--- config.mk ---
export PLATFORM = sky130hd
export DESIGN_NAME = thermal_evt_agg
export DESIGN_NICKNAME = d
export VERILOG_FILES = /design/src/rtl/tea_pkg.sv /design/src/rtl/tea_w1_reg.sv /design/src/rtl/tea_domain.sv /design/src/rtl/tea_evt_bank.sv /design/src/rtl/thermal_evt_agg.sv
export SDC_FILE = /design/constraint.sdc
export NUM_CORES = 1
export LEC_CHECK = 0
export BUFFER_PORTS_ARGS = -buffer_cell sky130_fd_sc_hd__buf_4
export CAP_MARGIN = 20
export CORE_ASPECT_RATIO = 1.25
export CORE_MARGIN = 5
export CORE_UTILIZATION = 40
export DETAILED_ROUTE_END_ITERATION = 10
export PLACE_DENSITY_LB_ADDON = 0.25
export SLEW_MARGIN = 15
export SYNTH_ARGS = -nofsm -noshare
export SYNTH_HDL_FRONTEND = slang
export SYNTH_SLANG_ARGS = --single-unit
--- constraint.sdc ---
create_clock -name clk_i -period 1 [get_ports clk_i]
set_input_delay 0.1 -clock clk_i [delete_from_list [all_inputs] [get_ports clk_i]]
set_output_delay 0.1 -clock clk_i [all_outputs]
set_load 0.02 [all_outputs]
--- src/rtl/tea_pkg.sv ---
package tea_pkg;
   localparam int EVT_TYPES = 3;
   localparam int EVT_W     = 2;

   typedef enum logic [EVT_W-1:0] {
      EVT_COLD0 = 2'd0,
      EVT_HOT1  = 2'd1,
      EVT_HOT2  = 2'd2
   } evt_type_e;
endpackage

--- src/rtl/tea_w1_reg.sv ---
// Register bank with write-one-to-set and write-one-to-clear; set wins.
module tea_w1_reg #(
   parameter int WIDTH = 8
) (
   input  logic             clk_i,
   input  logic             rst_ni,
   input  logic [WIDTH-1:0] set_mask_i,
   input  logic [WIDTH-1:0] clr_mask_i,
   output logic [WIDTH-1:0] q_o
);
   logic [WIDTH-1:0] q_q;

   initial begin
      assert (WIDTH >= 1) else $fatal(1, "tea_w1_reg: WIDTH must be at least 1");
   end

   always_ff @(posedge clk_i or negedge rst_ni) begin
      if (!rst_ni) q_q <= '0;
      else         q_q <= (q_q & ~clr_mask_i) | set_mask_i;
   end

   assign q_o = q_q;

   p_set_beats_clear_r7: assert property (@(posedge clk_i) disable iff (!rst_ni)
      (|set_mask_i) |=> ((q_o & $past(set_mask_i)) == $past(set_mask_i)));

   p_clear_lands_r2: assert property (@(posedge clk_i) disable iff (!rst_ni)
      (|(clr_mask_i & ~set_mask_i)) |=> ((q_o & $past(clr_mask_i & ~set_mask_i)) == '0));

   p_idle_hold_r6: assert property (@(posedge clk_i) disable iff (!rst_ni)
      ((set_mask_i == '0) && (clr_mask_i == '0)) |=> $stable(q_o));
endmodule

--- src/rtl/tea_domain.sv ---
// One voltage domain: sensor-select mask and per-type OR of selected flags.
module tea_domain
   import tea_pkg::*;
#(
   parameter int NUM_SENSORS = 6
) (
   input  logic                   clk_i,
   input  logic                   rst_ni,
   input  logic [NUM_SENSORS-1:0] set_mask_i,
   input  logic [NUM_SENSORS-1:0] clr_mask_i,
   input  logic [NUM_SENSORS-1:0] hot2_i,
   input  logic [NUM_SENSORS-1:0] hot1_i,
   input  logic [NUM_SENSORS-1:0] cold0_i,
   output logic [NUM_SENSORS-1:0] mask_o,
   output logic [EVT_TYPES-1:0]   stat_o
);
   logic [NUM_SENSORS-1:0] mask;

   tea_w1_reg #(.WIDTH(NUM_SENSORS)) u_mask (
      .clk_i      (clk_i),
      .rst_ni     (rst_ni),
      .set_mask_i (set_mask_i),
      .clr_mask_i (clr_mask_i),
      .q_o        (mask)
   );

   always_comb begin
      stat_o            = '0;
      stat_o[EVT_COLD0] = |(cold0_i & mask);
      stat_o[EVT_HOT1]  = |(hot1_i  & mask);
      stat_o[EVT_HOT2]  = |(hot2_i  & mask);
   end

   assign mask_o = mask;

   p_masked_sensor_silent_r3: assert property (@(posedge clk_i) disable iff (!rst_ni)
      (((hot2_i | hot1_i | cold0_i) & mask_o) == '0) |-> (stat_o == '0));
endmodule

--- src/rtl/tea_evt_bank.sv ---
// One event type: domain enables, sticky raw status and the interrupt line.
module tea_evt_bank #(
   parameter int NUM_DOMAINS = 3
) (
   input  logic                   clk_i,
   input  logic                   rst_ni,
   input  logic [NUM_DOMAINS-1:0] dom_evt_i,
   input  logic [NUM_DOMAINS-1:0] en_set_i,
   input  logic [NUM_DOMAINS-1:0] en_clr_i,
   input  logic [NUM_DOMAINS-1:0] raw_sw_set_i,
   input  logic [NUM_DOMAINS-1:0] raw_clr_i,
   output logic [NUM_DOMAINS-1:0] en_o,
   output logic [NUM_DOMAINS-1:0] raw_o,
   output logic                   irq_o
);
   logic [NUM_DOMAINS-1:0] en_q;
   logic [NUM_DOMAINS-1:0] raw_q;
   logic [NUM_DOMAINS-1:0] raw_set;

   tea_w1_reg #(.WIDTH(NUM_DOMAINS)) u_en (
      .clk_i      (clk_i),
      .rst_ni     (rst_ni),
      .set_mask_i (en_set_i),
      .clr_mask_i (en_clr_i),
      .q_o        (en_q)
   );

   assign raw_set = raw_sw_set_i | (dom_evt_i & en_q);

   tea_w1_reg #(.WIDTH(NUM_DOMAINS)) u_raw (
      .clk_i      (clk_i),
      .rst_ni     (rst_ni),
      .set_mask_i (raw_set),
      .clr_mask_i (raw_clr_i),
      .q_o        (raw_q)
   );

   assign en_o  = en_q;
   assign raw_o = raw_q;
   assign irq_o = |(raw_q & en_q);

   p_hw_event_latched_r6: assert property (@(posedge clk_i) disable iff (!rst_ni)
      (|(dom_evt_i & en_o)) |=> ((raw_o & $past(dom_evt_i & en_o)) == $past(dom_evt_i & en_o)));

   p_irq_needs_enable_r8: assert property (@(posedge clk_i) disable iff (!rst_ni)
      (en_o == '0) |-> !irq_o);

   p_irq_needs_raw_r8: assert property (@(posedge clk_i) disable iff (!rst_ni)
      (raw_o == '0) |-> !irq_o);
endmodule

--- src/rtl/thermal_evt_agg.sv ---
module thermal_evt_agg
   import tea_pkg::*;
#(
   parameter int NUM_SENSORS = 6,
   parameter int NUM_DOMAINS = 3,
   parameter int DOM_SLOTS   = 4,
   localparam int DIDX_W     = (DOM_SLOTS > 1) ? $clog2(DOM_SLOTS) : 1,
   localparam int FLAT_W     = EVT_TYPES * NUM_DOMAINS
) (
   input  logic                   clk_i,
   input  logic                   rst_ni,
   input  logic [NUM_SENSORS-1:0] sens_hot2_i,
   input  logic [NUM_SENSORS-1:0] sens_hot1_i,
   input  logic [NUM_SENSORS-1:0] sens_cold0_i,
   input  logic                   dmask_set_we_i,
   input  logic                   dmask_clr_we_i,
   input  logic [DIDX_W-1:0]      dmask_idx_i,
   input  logic [NUM_SENSORS-1:0] dmask_wdata_i,
   input  logic [DIDX_W-1:0]      rd_idx_i,
   output logic [NUM_SENSORS-1:0] rd_mask_o,
   output logic [EVT_TYPES-1:0]   rd_stat_o,
   input  logic                   en_set_we_i,
   input  logic                   en_clr_we_i,
   input  logic [EVT_W-1:0]       en_type_i,
   input  logic [NUM_DOMAINS-1:0] en_wdata_i,
   input  logic                   raw_set_we_i,
   input  logic                   raw_clr_we_i,
   input  logic [EVT_W-1:0]       raw_type_i,
   input  logic [NUM_DOMAINS-1:0] raw_wdata_i,
   output logic [FLAT_W-1:0]      en_o,
   output logic [FLAT_W-1:0]      raw_o,
   output logic [EVT_TYPES-1:0]   irq_o
);
   initial begin
      assert (NUM_SENSORS >= 1) else $fatal(1, "thermal_evt_agg: need at least one sensor");
      assert (NUM_DOMAINS >= 1) else $fatal(1, "thermal_evt_agg: need at least one domain");
      assert (NUM_DOMAINS <= DOM_SLOTS) else $fatal(1, "thermal_evt_agg: more domains than slots");
   end

   logic [NUM_SENSORS-1:0] dmask [DOM_SLOTS];
   logic [EVT_TYPES-1:0]   dstat [DOM_SLOTS];

   // Domain slots: active ones hold a mask, the rest are tied off.
   for (genvar d = 0; d < DOM_SLOTS; d++) begin : g_slot
      if (d < NUM_DOMAINS) begin : g_active
         logic [NUM_SENSORS-1:0] set_m;
         logic [NUM_SENSORS-1:0] clr_m;
         logic                   hit;

         assign hit   = (dmask_idx_i == DIDX_W'(d));
         assign set_m = (dmask_set_we_i && hit) ? dmask_wdata_i : '0;
         assign clr_m = (dmask_clr_we_i && hit) ? dmask_wdata_i : '0;

         tea_domain #(.NUM_SENSORS(NUM_SENSORS)) u_dom (
            .clk_i      (clk_i),
            .rst_ni     (rst_ni),
            .set_mask_i (set_m),
            .clr_mask_i (clr_m),
            .hot2_i     (sens_hot2_i),
            .hot1_i     (sens_hot1_i),
            .cold0_i    (sens_cold0_i),
            .mask_o     (dmask[d]),
            .stat_o     (dstat[d])
         );
      end else begin : g_unused
         assign dmask[d] = '0;
         assign dstat[d] = '0;
      end
   end

   always_comb begin
      rd_mask_o = '0;
      rd_stat_o = '0;
      if (int'(rd_idx_i) < DOM_SLOTS) begin
         rd_mask_o = dmask[rd_idx_i];
         rd_stat_o = dstat[rd_idx_i];
      end
   end

   // Event-type banks: gather one status bit per domain, then enable and latch.
   for (genvar t = 0; t < EVT_TYPES; t++) begin : g_type
      logic [NUM_DOMAINS-1:0] dom_evt;
      logic [NUM_DOMAINS-1:0] en_set;
      logic [NUM_DOMAINS-1:0] en_clr;
      logic [NUM_DOMAINS-1:0] raw_set;
      logic [NUM_DOMAINS-1:0] raw_clr;

      for (genvar d = 0; d < NUM_DOMAINS; d++) begin : g_gather
         assign dom_evt[d] = dstat[d][t];
      end

      assign en_set  = (en_set_we_i  && en_type_i  == EVT_W'(t)) ? en_wdata_i  : '0;
      assign en_clr  = (en_clr_we_i  && en_type_i  == EVT_W'(t)) ? en_wdata_i  : '0;
      assign raw_set = (raw_set_we_i && raw_type_i == EVT_W'(t)) ? raw_wdata_i : '0;
      assign raw_clr = (raw_clr_we_i && raw_type_i == EVT_W'(t)) ? raw_wdata_i : '0;

      tea_evt_bank #(.NUM_DOMAINS(NUM_DOMAINS)) u_bank (
         .clk_i        (clk_i),
         .rst_ni       (rst_ni),
         .dom_evt_i    (dom_evt),
         .en_set_i     (en_set),
         .en_clr_i     (en_clr),
         .raw_sw_set_i (raw_set),
         .raw_clr_i    (raw_clr),
         .en_o         (en_o[t*NUM_DOMAINS +: NUM_DOMAINS]),
         .raw_o        (raw_o[t*NUM_DOMAINS +: NUM_DOMAINS]),
         .irq_o        (irq_o[t])
      );
   end

   p_unused_reads_zero_r4: assert property (@(posedge clk_i) disable iff (!rst_ni)
      (int'(rd_idx_i) >= NUM_DOMAINS) |-> ((rd_mask_o == '0) && (rd_stat_o == '0)));

   p_mask_write_lands_r1: assert property (@(posedge clk_i) disable iff (!rst_ni)
      (dmask_set_we_i && (int'(dmask_idx_i) < NUM_DOMAINS) && (rd_idx_i == dmask_idx_i))
      |=> (((rd_mask_o & $past(dmask_wdata_i)) == $past(dmask_wdata_i)) || (rd_idx_i != $past(rd_idx_i))));
endmodule

# After elaboration in Yosys (flattened, before gate mapping)
# Cells that the tools add are included.
# totals
wordCells	119
in_bits	46
ff_bits	36
output_inout_bits	30
# op_classes
muxes	24
order_cmp	1
reduce_logical	33
eq_ne	6
n_bitwise	46
# op_table
operator	n
$and A6 B6 Y6	12
$reduce_or A6 Y1	9
$mux W6	8
$mux W3	14
$and A3 B3 Y3	12
$or A3 B3 Y3	9
$logic_and A1 B1 Y1	18
$not A3 Y3	6
$not A6 Y6	3
$or A6 B6 Y6	3
$bmux W6 S2	1
$reduce_or A3 Y1	3
$bmux W3 S2	1
$eq A2 B1 Y1 const B	3
$eq A2 B2 Y1 const B	3
$logic_not A2 Y1	3
$ge A3 B3 Y1 const B	1
$not A2 Y3	1

# Logic depth before layout (Yosys ltp)
# Gate-level depths: netlist (run 1).
# logic_depth
depth_word	6
mapped_depth	5
depth_no_buf	3

# By module
# From an unflattened synthesis (run 1), not the netlist that was laid out.
# unflattened
cells_unflattened	284
area_unflattened_um2	2369.8
# by_module_without_submodules
module	instances	area_per_inst_um2	cells_each	seq_area_each_um2
thermal_evt_agg	1	706.9	125	0.0
tea_w1_reg at g_slot[0].g_active.u_dom.u_mask ...	3	217.7	18	150.1
tea_w1_reg at g_type[0].u_bank.u_en ...	6	108.9	9	75.1
tea_domain	3	82.6	12	0.0
tea_evt_bank	3	36.3	5	0.0

# Worst setup path before layout (run 1)
# No wires, ideal clock.
# synth_timing
kind	reg2reg
from	register g_slot[0].g_active.u_dom.u_mask.q_q[0]
to	register g_type[2].u_bank.u_raw.q_q[0]
synth_period_minus_slack_ns	1.143
n_path_buf	0
setup_ns	0.126
required_ns	0.874
arrival_time_ns	1.017
path_slack_ns	-0.143
stages_incl_launch_ff	4
cell_sequence	dfrtp_1 -> a22oi_1 -> nand3_1 -> a221o_1
# synth_via
elab_chain_cells	5
# synth_lines
element	line	source
start, declared	tea_w1_reg.sv:11	logic [WIDTH-1:0] q_q;
start signal, assigned	tea_w1_reg.sv:19	else q_q <= (q_q & ~clr_mask_i) | set_mask_i;
$and A6 B6 Y6	tea_domain.sv:31	stat_o[EVT_HOT2] = |(hot2_i & mask);
$reduce_or A6 Y1	tea_domain.sv:31	
$and A3 B3 Y3	tea_evt_bank.sv:28	assign raw_set = raw_sw_set_i | (dom_evt_i & en_q);
$or A3 B3 Y3	tea_evt_bank.sv:28	
$or A3 B3 Y3	tea_w1_reg.sv:19	
end signal, assigned	tea_w1_reg.sv:19	
end, declared	tea_w1_reg.sv:11	
# Every way passes these cells.

# Final worst setup path (run 1)
# layout_timing
from	register g_slot[0].g_active.u_dom.u_mask.q_q[0]
to	output port rd_stat_o[0]
# layout_via
elab_chain_cells	5
# layout_lines
element	line	source
$and A6 B6 Y6	tea_domain.sv:29	stat_o[EVT_COLD0] = |(cold0_i & mask);
$reduce_or A6 Y1	tea_domain.sv:29	
$bmux W3 S2	thermal_evt_agg.sv:76	rd_stat_o = dstat[rd_idx_i];
$mux W3 (not written as such) (2 in a row)	thermal_evt_agg.sv:76	
end, declared	thermal_evt_agg.sv:21	output logic [EVT_TYPES-1:0] rd_stat_o,
# Every way passes these cells. The select of a mux whose other input is x is not followed.

==> run metrics, run 1 <==
status finished with violations; violated checks setup timing; worst min-delay path class in -> reg; Crit path depth 4; final core occ 71.6%; via count 2437; slowest CP cell dfrtp_2; aggregate global routing overflow 0; total track usage 24.0%; critical path arrival 1.49 ns; worst slew pin tran 0.477 ns; Netlist cell types 24; Port Buffers 75; core area 0.00504 mm2; #FFs+latches synth 36; Slew headroom 68.2%; First-pass DRT Iterations 4; Via density 6.03; worst setup margin -0.593 ns; Required @ worst endpoint 0.90 ns; Worst path max stage delay 0.47 ns; TritonCTS Buffers 5; fin. max-slew vios 0; Synth Warn # 0; Place WS -0.286 ns; Detail Placement HPWL 6210 um; clock root buffer master clkbuf_8; Tcrit/Tclk final 159%; delay-heaviest family, CP compound AO/OA/AOI/OAI gates; FMAX 628 MHz; maximum buffer depth of the clock tree 2; clock sinks 36; std cell rows 29; crit-path max FO 4; R2R Setup Slk -0.37 ns; Buf/Inv on CP 1; syn_nets 256; Gate Count Post-Synth 210; clk slew on worst S/H paths 0.08 ns; reg2reg path depth 4; io pins 76; WL per Instance 20.2 um; final hold vios 0; hold path cells 2; die extent in y 90.5 um; RR Endpoint g_type[0].u_bank.u_raw.q_o[1]; TritonCTS clock tree done; Initial Utilization 41.2%; Power Density 1650 mW/mm2; Initial DRC Count 116; mapped cell area 0.00208 mm2; global placer's final weighted congestion 0.975; RSZ-0062 raised after global routing yes; initial antenna violation count 0; Die W 74.4 um; Critical R2R Launch g_slot[1].g_active.u_dom.u_mask.q_o[0]; VDD IR max 0.829 mV; die area 0.00674 mm2; CP Class reg -> out; critical-path cell list a22oi_2, a41oi_1, a22o_1, buf_6; final setup vio count 35; HP Start dmask_wdata_i[4]; minimum clock period 1.59 ns; layout cells sized above 1 59.4%; Hold Crit Endpoint g_slot[0].g_active.u_dom.u_mask.q_o[4]; largest net degree at the start of global routing 37; fin nets 387; Fill cells 389; first-pass GRT wire length 12500 um; Leakage 1.58 nW; post-route ant nets 0; total of max-cap violations 0; final WL 8170 um; Skew-Pair Late Insertion Delay 0.29 ns; syn avg cell area 9.88 um2; area grow syn2layout 74.0%; Worst Setup End Kind output pin; drt drc 0; startpoint types flop; register area share after synthesis 43.4%; clock skew 0.0101 ns; H-tree levels 2; vias in the first global route 2488; Final Total Pwr 5.96 mW; # diodes 0
## cells in the final DEF (no fill, tap or decap), types with 3 or more instances in the layout
cell / netlist / layout
a21boi_0: 8 / 8
a221o_1: 9 / 9
a222oi_1: 3 / 3
a22o_1: 21 / 21
a22oi_2: 0 / 27
a32o_1: 3 / 3
and3b_1: 8 / 8
buf_4: 3 / 82
buf_6: 0 / 50
clkbuf_8: 0 / 7
dfrtp_1: 36 / 9
dfrtp_2: 0 / 27
inv_1: 4 / 4
mux2i_1: 6 / 5
nand2_1: 30 / 30
nand3_1: 12 / 7
nand3_2: 0 / 5
nand4_1: 3 / 3
o21ai_0: 18 / 10
o21ai_1: 0 / 8
## stage by stage
| step | setup TNS [ns] | hold WS (ns) | instance area (um2) | std cells |
|---|---|---|---|---|
| floorplan | -1.35 | -0.196 | 2170 | 210 |
| global placement | -3.19 | 0.0875 | 3090 | 380 |
| detailed placement | -3.33 | 0.0974 | 3090 | 380 |
| CTS | -8.30 | 0.0671 | 3510 | 403 |
| global route | -9.70 | 0.0689 | 3610 | 404 |
| finish | -8.19 | 0.0682 | 3610 | 404 |
## kinds of logic after synthesis
family,Yosys count,share of synthesized area [%]
buf+inv,14,3.38
compound gates,93,34.7
simple gates,61,15.6
mux,6,2.89
flops,36,43.4
## synth_stat cells
cell / number / area (um2)
buf_4: 3 / 22.5
nand2b_1: 2 / 12.5
buf_2: 5 / 25.0
a22oi_1: 27 / 203
o21ai_0: 18 / 90.1
a21boi_0: 8 / 60.1
a222oi_1: 3 / 30.0
dfrtp_1: 36 / 901
nand3_1: 12 / 60.1
nor3b_1: 2 / 15.0
a32o_1: 3 / 30.0
inv_1: 4 / 15.0
nor3b_2: 2 / 25.0
nor2b_1: 1 / 6.26
a41oi_1: 3 / 26.3
a21boi_1: 1 / 7.51
nor2_1: 1 / 3.75
nand2_1: 30 / 113
mux2i_1: 6 / 60.1
and3b_1: 8 / 70.1
a221o_1: 9 / 90.1
clkbuf_1: 2 / 7.51
a22o_1: 21 / 184
nand4_1: 3 / 18.8
## final cells by class
cell class / count / area [um2] / share of cell area (%)
Timing Repair Buffer: 134 / 1210 / 33.5
Clock buffer: 8 / 100 / 2.77
Sequential cell: 36 / 935 / 25.9
Tap cell: 62 / 77.6 / 2.15
Multi-Input combinational cell: 160 / 1280 / 35.3
Inverter: 4 / 15.0 / 0.416
## flip-flops by register name, summed over array words and instances, names as in the netlist
register / count
g_slot.g_active.u_dom.u_mask.q_o: 18
g_type.u_bank.u_raw.q_o: 9
g_type.u_bank.u_en.q_o: 9
## worst reg2reg max path, stage by stage (launching register included)
cell,delay (ns)
dfrtp_2,0.45
a22oi_2,0.19
nand3_1,0.13
buf_4,0.16
a221o_1,0.34
## layer usage
| metal | vias up | global-route usage (%) | wire (um) |
|---|---|---|---|
| met5 | - | 0 | 0 |
| met4 | 0 | 10.1 | 374 |
| met3 | 31 | 6.24 | 613 |
| met2 | 121 | 41.1 | 4130 |
| met1 | 1180 | 27.4 | 3050 |
| li1 | 1105 | - | - |
## how the worst max path moves through the flow
stage                                                start                             to  slack [ns]
floorplan           g_slot[0].g_active.u_dom.u_mask.q_o[0]  g_type[0].u_bank.u_raw.q_o[0]       -0.11
global placement    g_slot[0].g_active.u_dom.u_mask.q_o[2]                   rd_stat_o[0]       -0.33
detailed placement  g_slot[1].g_active.u_dom.u_mask.q_o[3]                   rd_stat_o[1]       -0.29
CTS                 g_slot[1].g_active.u_dom.u_mask.q_o[3]                   rd_stat_o[2]       -0.55
global route        g_slot[0].g_active.u_dom.u_mask.q_o[2]                   rd_stat_o[0]       -0.65
finish              g_slot[0].g_active.u_dom.u_mask.q_o[0]                   rd_stat_o[0]       -0.59
## power breakdown
| group | internal [mW] | leakage [nW] | switching [mW] | total (mW) |
|---|---|---|---|---|
| logic | 1.51 | 1.16 | 1.15 | 2.65 |
| clock network | 0.629 | 0.0515 | 0.529 | 1.16 |
| registers | 1.75 | 0.375 | 0.397 | 2.15 |
| total | 3.88 | 1.58 | 2.07 | 5.96 |
## what timing repair did
action	in CTS	in global routing
pin swaps	21	23
gates resized for setup	63	34
hold buffers	1	0
gates cloned	0	0
setup buffers	17	14
hold endpoints to repair	36	0
endpoints found under the setup margin	35	41
Power figures use the tool's default switching activity.
==> run 2, diff against run 1 <==
ABC_CLOCK_PERIOD_IN_PS = 1000   (was default)
GPL_TIMING_DRIVEN = 0   (was default)
==> run 2 against run 1 <==
- critical endpoint unchanged
- largest power group unchanged
- register-to-register slack is essentially flat
- worst setup slack lost 0.075 ns
- design area shrank 5.1%
- largest cell class unchanged
- flip-flop and latch count is the same
- the flow still finishes with violations (setup timing)
- critical path depth is the same
- utilization shrank 3.7 points
- sequential share of layout area grew 1.4 points
- non-clock buffer count shrank 13
==> run metrics, run 2 (synthesized netlist as in run 1, its figures left out) <==
H-tree levels 2 (unchanged); max reg flops 18 (unchanged); VDD IR max 0.854 mV (+3.1%); Slew headroom 65.0% (-3.2 points); final setup vio count 30 (-14%); clock sinks 36 (unchanged); drt drc 0 (unchanged); First-pass DRT Iterations 5 (+1); Port Buffers 74 (-1.3%); core area 0.00504 mm2 (unchanged); minimum clock period 1.67 ns (+0.0746 ns); die area 0.00674 mm2 (unchanged); final std cells w/o fill 391 (-3.2%); commonest cells after routing, fill and taps aside 75 x buf_4, 38 x buf_6, 30 x nand2_1, 28 x dfrtp_2, 27 x a22oi_2; status finished with violations; TritonCTS Buffers 5 (unchanged); aggregate global routing overflow 0 (unchanged); total track usage 22.9% (-1.1 points); CP Class reg -> out; Skew-Pair Late Insertion Delay 0.29 ns (about the same); first-pass GRT wire length 11800 um (-5.2%); Detail Placement HPWL 5400 um (-13%); Power Density 1670 mW/mm2 (+0.97%); die extent in y 90.5 um (unchanged); initial antenna violation count 0 (unchanged); Place WS -0.319 ns (-0.0327 ns); clock root buffer master clkbuf_8; FMAX 600 MHz (-4.5%); TritonCTS clock tree done; critical path arrival 1.57 ns (+0.08 ns); fin. max-slew vios 0 (unchanged); Initial Utilization 41.2% (unchanged); # diodes 0 (unchanged); post-route ant nets 0 (unchanged); clk slew on worst S/H paths 0.08 ns (about the same); Required @ worst endpoint 0.90 ns (about the same); total of max-cap violations 0 (unchanged); area grow syn2layout 65.1%; WL per Instance 20.2 um (about the same); fin nets 374 (-3.4%); std cell rows 29 (unchanged); layout cells sized above 1 57.8% (-1.6 points); RSZ-0062 raised after global routing yes; io pins 76 (unchanged); clock skew 0.00940 ns (-0.000691 ns); worst min-delay path class in -> reg; worst setup margin -0.667 ns (-0.0746 ns); Tcrit/Tclk final 167% (+7.5 points); Worst Setup End Kind output pin; vias in the first global route 2373 (-4.6%); Via density 6.20 (+2.7%); Placed Cells 346 (-8.9%); Die W 74.4 um (unchanged); final WL 7910 um (-3.2%); via count 2423 (-0.57%); crit-path max FO 4 (unchanged); largest net degree at the start of global routing 37 (unchanged); maximum buffer depth of the clock tree 2 (unchanged); startpoint types flop; Initial DRC Count 178 (+53%); worst slew pin tran 0.523 ns (+0.0458 ns); final hold vios 0 (unchanged); violated checks setup timing; Setup TNS Final -8.73 ns (-0.544 ns); most common cell after layout, fill and taps aside buf_4; global placer's final weighted congestion 0.926 (-5.1%); Leakage 1.49 nW (-6.1%)
[run 2: path summary, 6_finish.rpt]
check / start / end / slack, ns / cells past startpoint
worst min register to register: g_type[0].u_bank.u_en.q_o[0] / g_type[0].u_bank.u_en.q_o[0] / 0.60 / 1
min in group asynchronous: rst_ni / g_slot[1].g_active.u_dom.u_mask.q_o[1] / 0.29 / 2
worst max register to register: g_slot[0].g_active.u_dom.u_mask.q_o[2] / g_type[0].u_bank.u_raw.q_o[0] / -0.36 / 4
worst min-delay path: dmask_wdata_i[4] / g_slot[1].g_active.u_dom.u_mask.q_o[4] / 0.07 / 2
max in group asynchronous: rst_ni / g_type[0].u_bank.u_raw.q_o[1] / 0.34 / 2
worst max-delay path: g_slot[0].g_active.u_dom.u_mask.q_o[2] / rd_stat_o[0] / -0.67 / 4
[run 2: timing repair]
action	4_1_cts	5_1_grt
hold endpoints to repair	36	0
hold buffers	1	0
endpoints found under the setup margin	27	35
gates resized for setup	58	23
gates cloned	0	0
setup buffers	30	19
pin swaps	25	21
[run 2: critical path, cell delays in order, from the launching register on]
cell     delay (ns)
dfrtp_2        0.47
a22oi_2        0.25
a41oi_1        0.17
a22o_1         0.22
buf_4          0.16
[run 2: layout make-up]
class | instances | area (um2)
Clock buffer | 5 | 68.8
Tap cell | 62 | 77.6
Inverter | 4 | 15.0
Timing Repair Buffer | 114 | 1000
Sequential cell | 36 | 936
Buffer | 7 | 32.5
Multi-Input combinational cell | 160 | 1280
Clock inverter | 3 | 18.8
Fill cell | 401 | 1620
[run 2: power by group]
| part | switching (mW) | internal [mW] | total (mW) |
|---|---|---|---|
| Sequential | 0.432 | 1.75 | 2.18 |
| Combinational | 1.11 | 1.39 | 2.50 |
| Clock | 0.534 | 0.485 | 1.02 |
[run 2: through the flow]
| stage | total power [mW] | area (um2) | hold WS (ns) | util [%] |
|---|---|---|---|---|
| floorplan | 3.01 | 2170 | -0.196 | - |
| global placement | 3.83 | 2800 | 0.0792 | 55.6 |
| detailed placement | 3.87 | 2800 | 0.0853 | 55.6 |
| CTS | 5.42 | 3260 | 0.0567 | 64.7 |
| global route | 5.98 | 3430 | 0.0616 | 67.9 |
| finish | 5.71 | 3430 | 0.0666 | 67.9 |
[run 2: metal layers]
metal	GRT usage [%]	vias to the layer above	part of all wire, %
met5	0	-	0
met4	10.2	0	3.3
met3	5.46	30	9.8
met2	38.4	150	50
met1	26.9	1164	37
li1	-	1079	-
==> run 3, diff against run 2 <==
==> constraint.sdc (replaced) <==
create_clock -name clk_i -period 1 [get_ports clk_i]
set_input_delay 0.05 -clock clk_i [delete_from_list [all_inputs] [get_ports clk_i]]
set_output_delay 0.05 -clock clk_i [all_outputs]
set_load 0.02 [all_outputs]
==> run 3 against run 2 <==
- the run still ends with setup timing left
- worst setup slack gained 0.095 ns
- via count down 3.1%
- non-clock buffer count shrank 7
- combinational power down 5%
- die area stayed put
- register-to-register slack about the same
- highest routed layer unchanged
==> run metrics, run 3 (synthesized netlist as in run 1, its figures left out) <==
status finished with violations; violated checks setup timing; Fill cells 408 (+1.7%); final WL 7660 um (-3.2%); total of max-cap violations 0 (unchanged); Placed Cells 346 (unchanged); aggregate global routing overflow 0 (unchanged); via count 2347 (-3.1%); Tcrit/Tclk final 157% (-9.5 points); FMAX 636 MHz (+6.0%); CP Class reg -> out; first-pass GRT wire length 11500 um (-2.6%); final std cells w/o fill 384 (-1.8%); First-pass DRT Iterations 4 (-1); Worst path max stage delay 0.46 ns (about the same); TritonCTS Buffers 5 (unchanged); drt drc 0 (unchanged); total track usage 22.1% (-0.77 points); largest net degree at the start of global routing 37 (unchanged); register area 935 um2 (-0.13%); std cell rows 29 (unchanged); Final Total Pwr 5.59 mW (-2.1%); Worst Setup End Kind output pin; WL per Instance 19.9 um (-1.4%); clock sinks 36 (unchanged); vias in the first global route 2357 (-0.67%); post-route ant nets 0 (unchanged); reg2reg path depth 4 (unchanged); Critical R2R Launch g_slot[1].g_active.u_dom.u_mask.q_o[2]; max reg flops 18 (unchanged); die extent in y 90.5 um (unchanged); clock skew 0.0103 ns (+0.000859 ns); Skew-Pair Late Insertion Delay 0.29 ns (about the same); Sw Ratio 36.5% (+0.075 points); core area 0.00504 mm2 (unchanged); worst setup margin -0.572 ns (+0.0947 ns); Initial DRC Count 119 (-33%); fin nets 367 (-1.9%); io pins 76 (unchanged); H-tree levels 2 (unchanged); Power Density 1660 mW/mm2 (-0.38%); RSZ-0062 raised after global routing yes; startpoint types flop; final setup vio count 31 (+3.3%); Leakage 1.45 nW (-2.5%); Port Buffers 74 (unchanged); clock root buffer master clkbuf_8; worst min-delay path class in -> reg; HP Start dmask_wdata_i[4]; TritonCTS clock tree done; Via density 6.11 (-1.4%); part of the power in combinational logic 42.5% (-1.4 points); minimum clock period 1.57 ns (-0.0947 ns); crit-path max FO 4 (unchanged); R2R Setup Slk -0.36 ns (about the same); multi-input logic area 0.00129 mm2 (+0.68%); RR Endpoint g_type[0].u_bank.u_raw.q_o[1]; Required @ worst endpoint 0.95 ns (+0.05 ns); slowest CP cell dfrtp_2; Hold Crit Endpoint g_slot[0].g_active.u_dom.u_mask.q_o[4]; hold path cells 2 (unchanged); VDD IR max 0.980 mV (+15%); maximum buffer depth of the clock tree 2 (unchanged); Slew headroom 63.2% (-1.7 points); global placer's final weighted congestion 0.967 (+4.5%); area grow syn2layout 62.2%; # diodes 0 (unchanged); Die W 74.4 um (unchanged); critical-path cell list a22oi_2, a41oi_2, a22o_1, buf_6; switching power 2.04 mW (-1.9%); initial antenna violation count 0 (unchanged); sequential share of power 39.3% (+1.1 points); commonest cells after routing, fill and taps aside 72 x buf_4, 34 x buf_6, 29 x nand2_1, 27 x a22oi_2, 27 x dfrtp_2; layout cells sized above 1 57.1% (-0.61 points); Initial Utilization 41.2% (unchanged); critical path arrival 1.52 ns (-0.05 ns); clock share of power 18.2% (+0.3 points); fin. max-slew vios 0 (unchanged); Int Pwr 3.55 mW (-2.2%); clk slew on worst S/H paths 0.08 ns (about the same); final hold vios 0 (unchanged); die area 0.00674 mm2 (unchanged); most common cell after layout, fill and taps aside buf_4; Detail Placement HPWL 5290 um (-2.1%); worst slew pin tran 0.549 ns (+0.0257 ns)
==> run 3: cell types whose count changed in the layout (fill, tap and decap cells not counted), sizes merged <==
cell | previous run | this run
buf | 118 | 111
==> run 3: power by group through the flow <==
| stage | clock network (mW) | registers [mW] | logic [mW] |
|---|---|---|---|
| floorplan | 0 | 2.13 | 0.824 |
| global placement | 0 | 2.16 | 1.62 |
| detailed placement | 0 | 2.15 | 1.65 |
| CTS | 1.03 | 2.14 | 2.09 |
| global route | 1.08 | 2.21 | 2.54 |
| finish | 1.02 | 2.19 | 2.38 |
==> run 3: critical path: cells and delay by family (launching register included) <==
kind                   cells  cell delay (ns)
buffers and inverters      1             0.14
DFF                        1             0.46
AOI/OAI and AO/OA          3             0.64
==> run 3: stage by stage <==
step | util (%) | cell area [um2] | hold slack (ns) | setup slack (ns) | TNS, ns
after CTS | 62.5 | 3150 | 0.0112 | -0.528 | -6.38
final | 66.8 | 3370 | 0.0115 | -0.572 | -7.37
after floorplan | - | 2130 | -0.246 | -0.109 | -1.13
after detailed placement | 54.8 | 2760 | 0.0308 | -0.277 | -3.66
after global placement | 54.8 | 2760 | 0.0302 | -0.292 | -3.62
after global routing | 66.8 | 3370 | 0.0152 | -0.619 | -8.68
==> run 3: final cells by class <==
| cell class | instances | area share (%) |
|---|---|---|
| plain buffers | 7 | 0.966 |
| clock buffers | 5 | 2.04 |
| clock inverters | 3 | 0.557 |
| inverters | 4 | 0.446 |
| multi-input cells | 160 | 38.2 |
| flip-flops and latches | 36 | 27.8 |
| well taps | 62 | 2.30 |
| repair buffers | 107 | 27.7 |
==> run 3: worst max path at each step <==
stage / slack, ns / startpoint / depth (start not counted) / endpoint
floorplan: -0.11 / g_slot[0].g_active.u_dom.u_mask.q_o[0] / 3 / g_type[0].u_bank.u_raw.q_o[0]
global placement: -0.29 / g_slot[0].g_active.u_dom.u_mask.q_o[5] / 4 / rd_stat_o[0]
detailed placement: -0.28 / g_slot[0].g_active.u_dom.u_mask.q_o[5] / 4 / rd_stat_o[0]
CTS: -0.53 / g_slot[0].g_active.u_dom.u_mask.q_o[0] / 4 / rd_stat_o[1]
global route: -0.62 / g_slot[0].g_active.u_dom.u_mask.q_o[2] / 4 / rd_stat_o[0]
finish: -0.57 / g_slot[0].g_active.u_dom.u_mask.q_o[1] / 4 / rd_stat_o[0]
==> run 3: layer usage <==
| metal | vias to the layer above | wire length (um) | global-route usage (%) |
|---|---|---|---|
| met5 | - | 0 | 0 |
| met4 | 0 | 145 | 7.57 |
| met3 | 13 | 697 | 5.35 |
| met2 | 127 | 4000 | 38.9 |
| met1 | 1147 | 2820 | 25.3 |
| li1 | 1060 | - | - |
==> run 3: what timing repair did <==
action                                  4_1_cts  5_1_grt
hold buffers                                  1        0
gates resized for setup                      58       37
pin swaps                                    18       26
endpoints found under the setup margin       21       30
setup buffers                                20       19
endpoints found under the hold margin        36        0
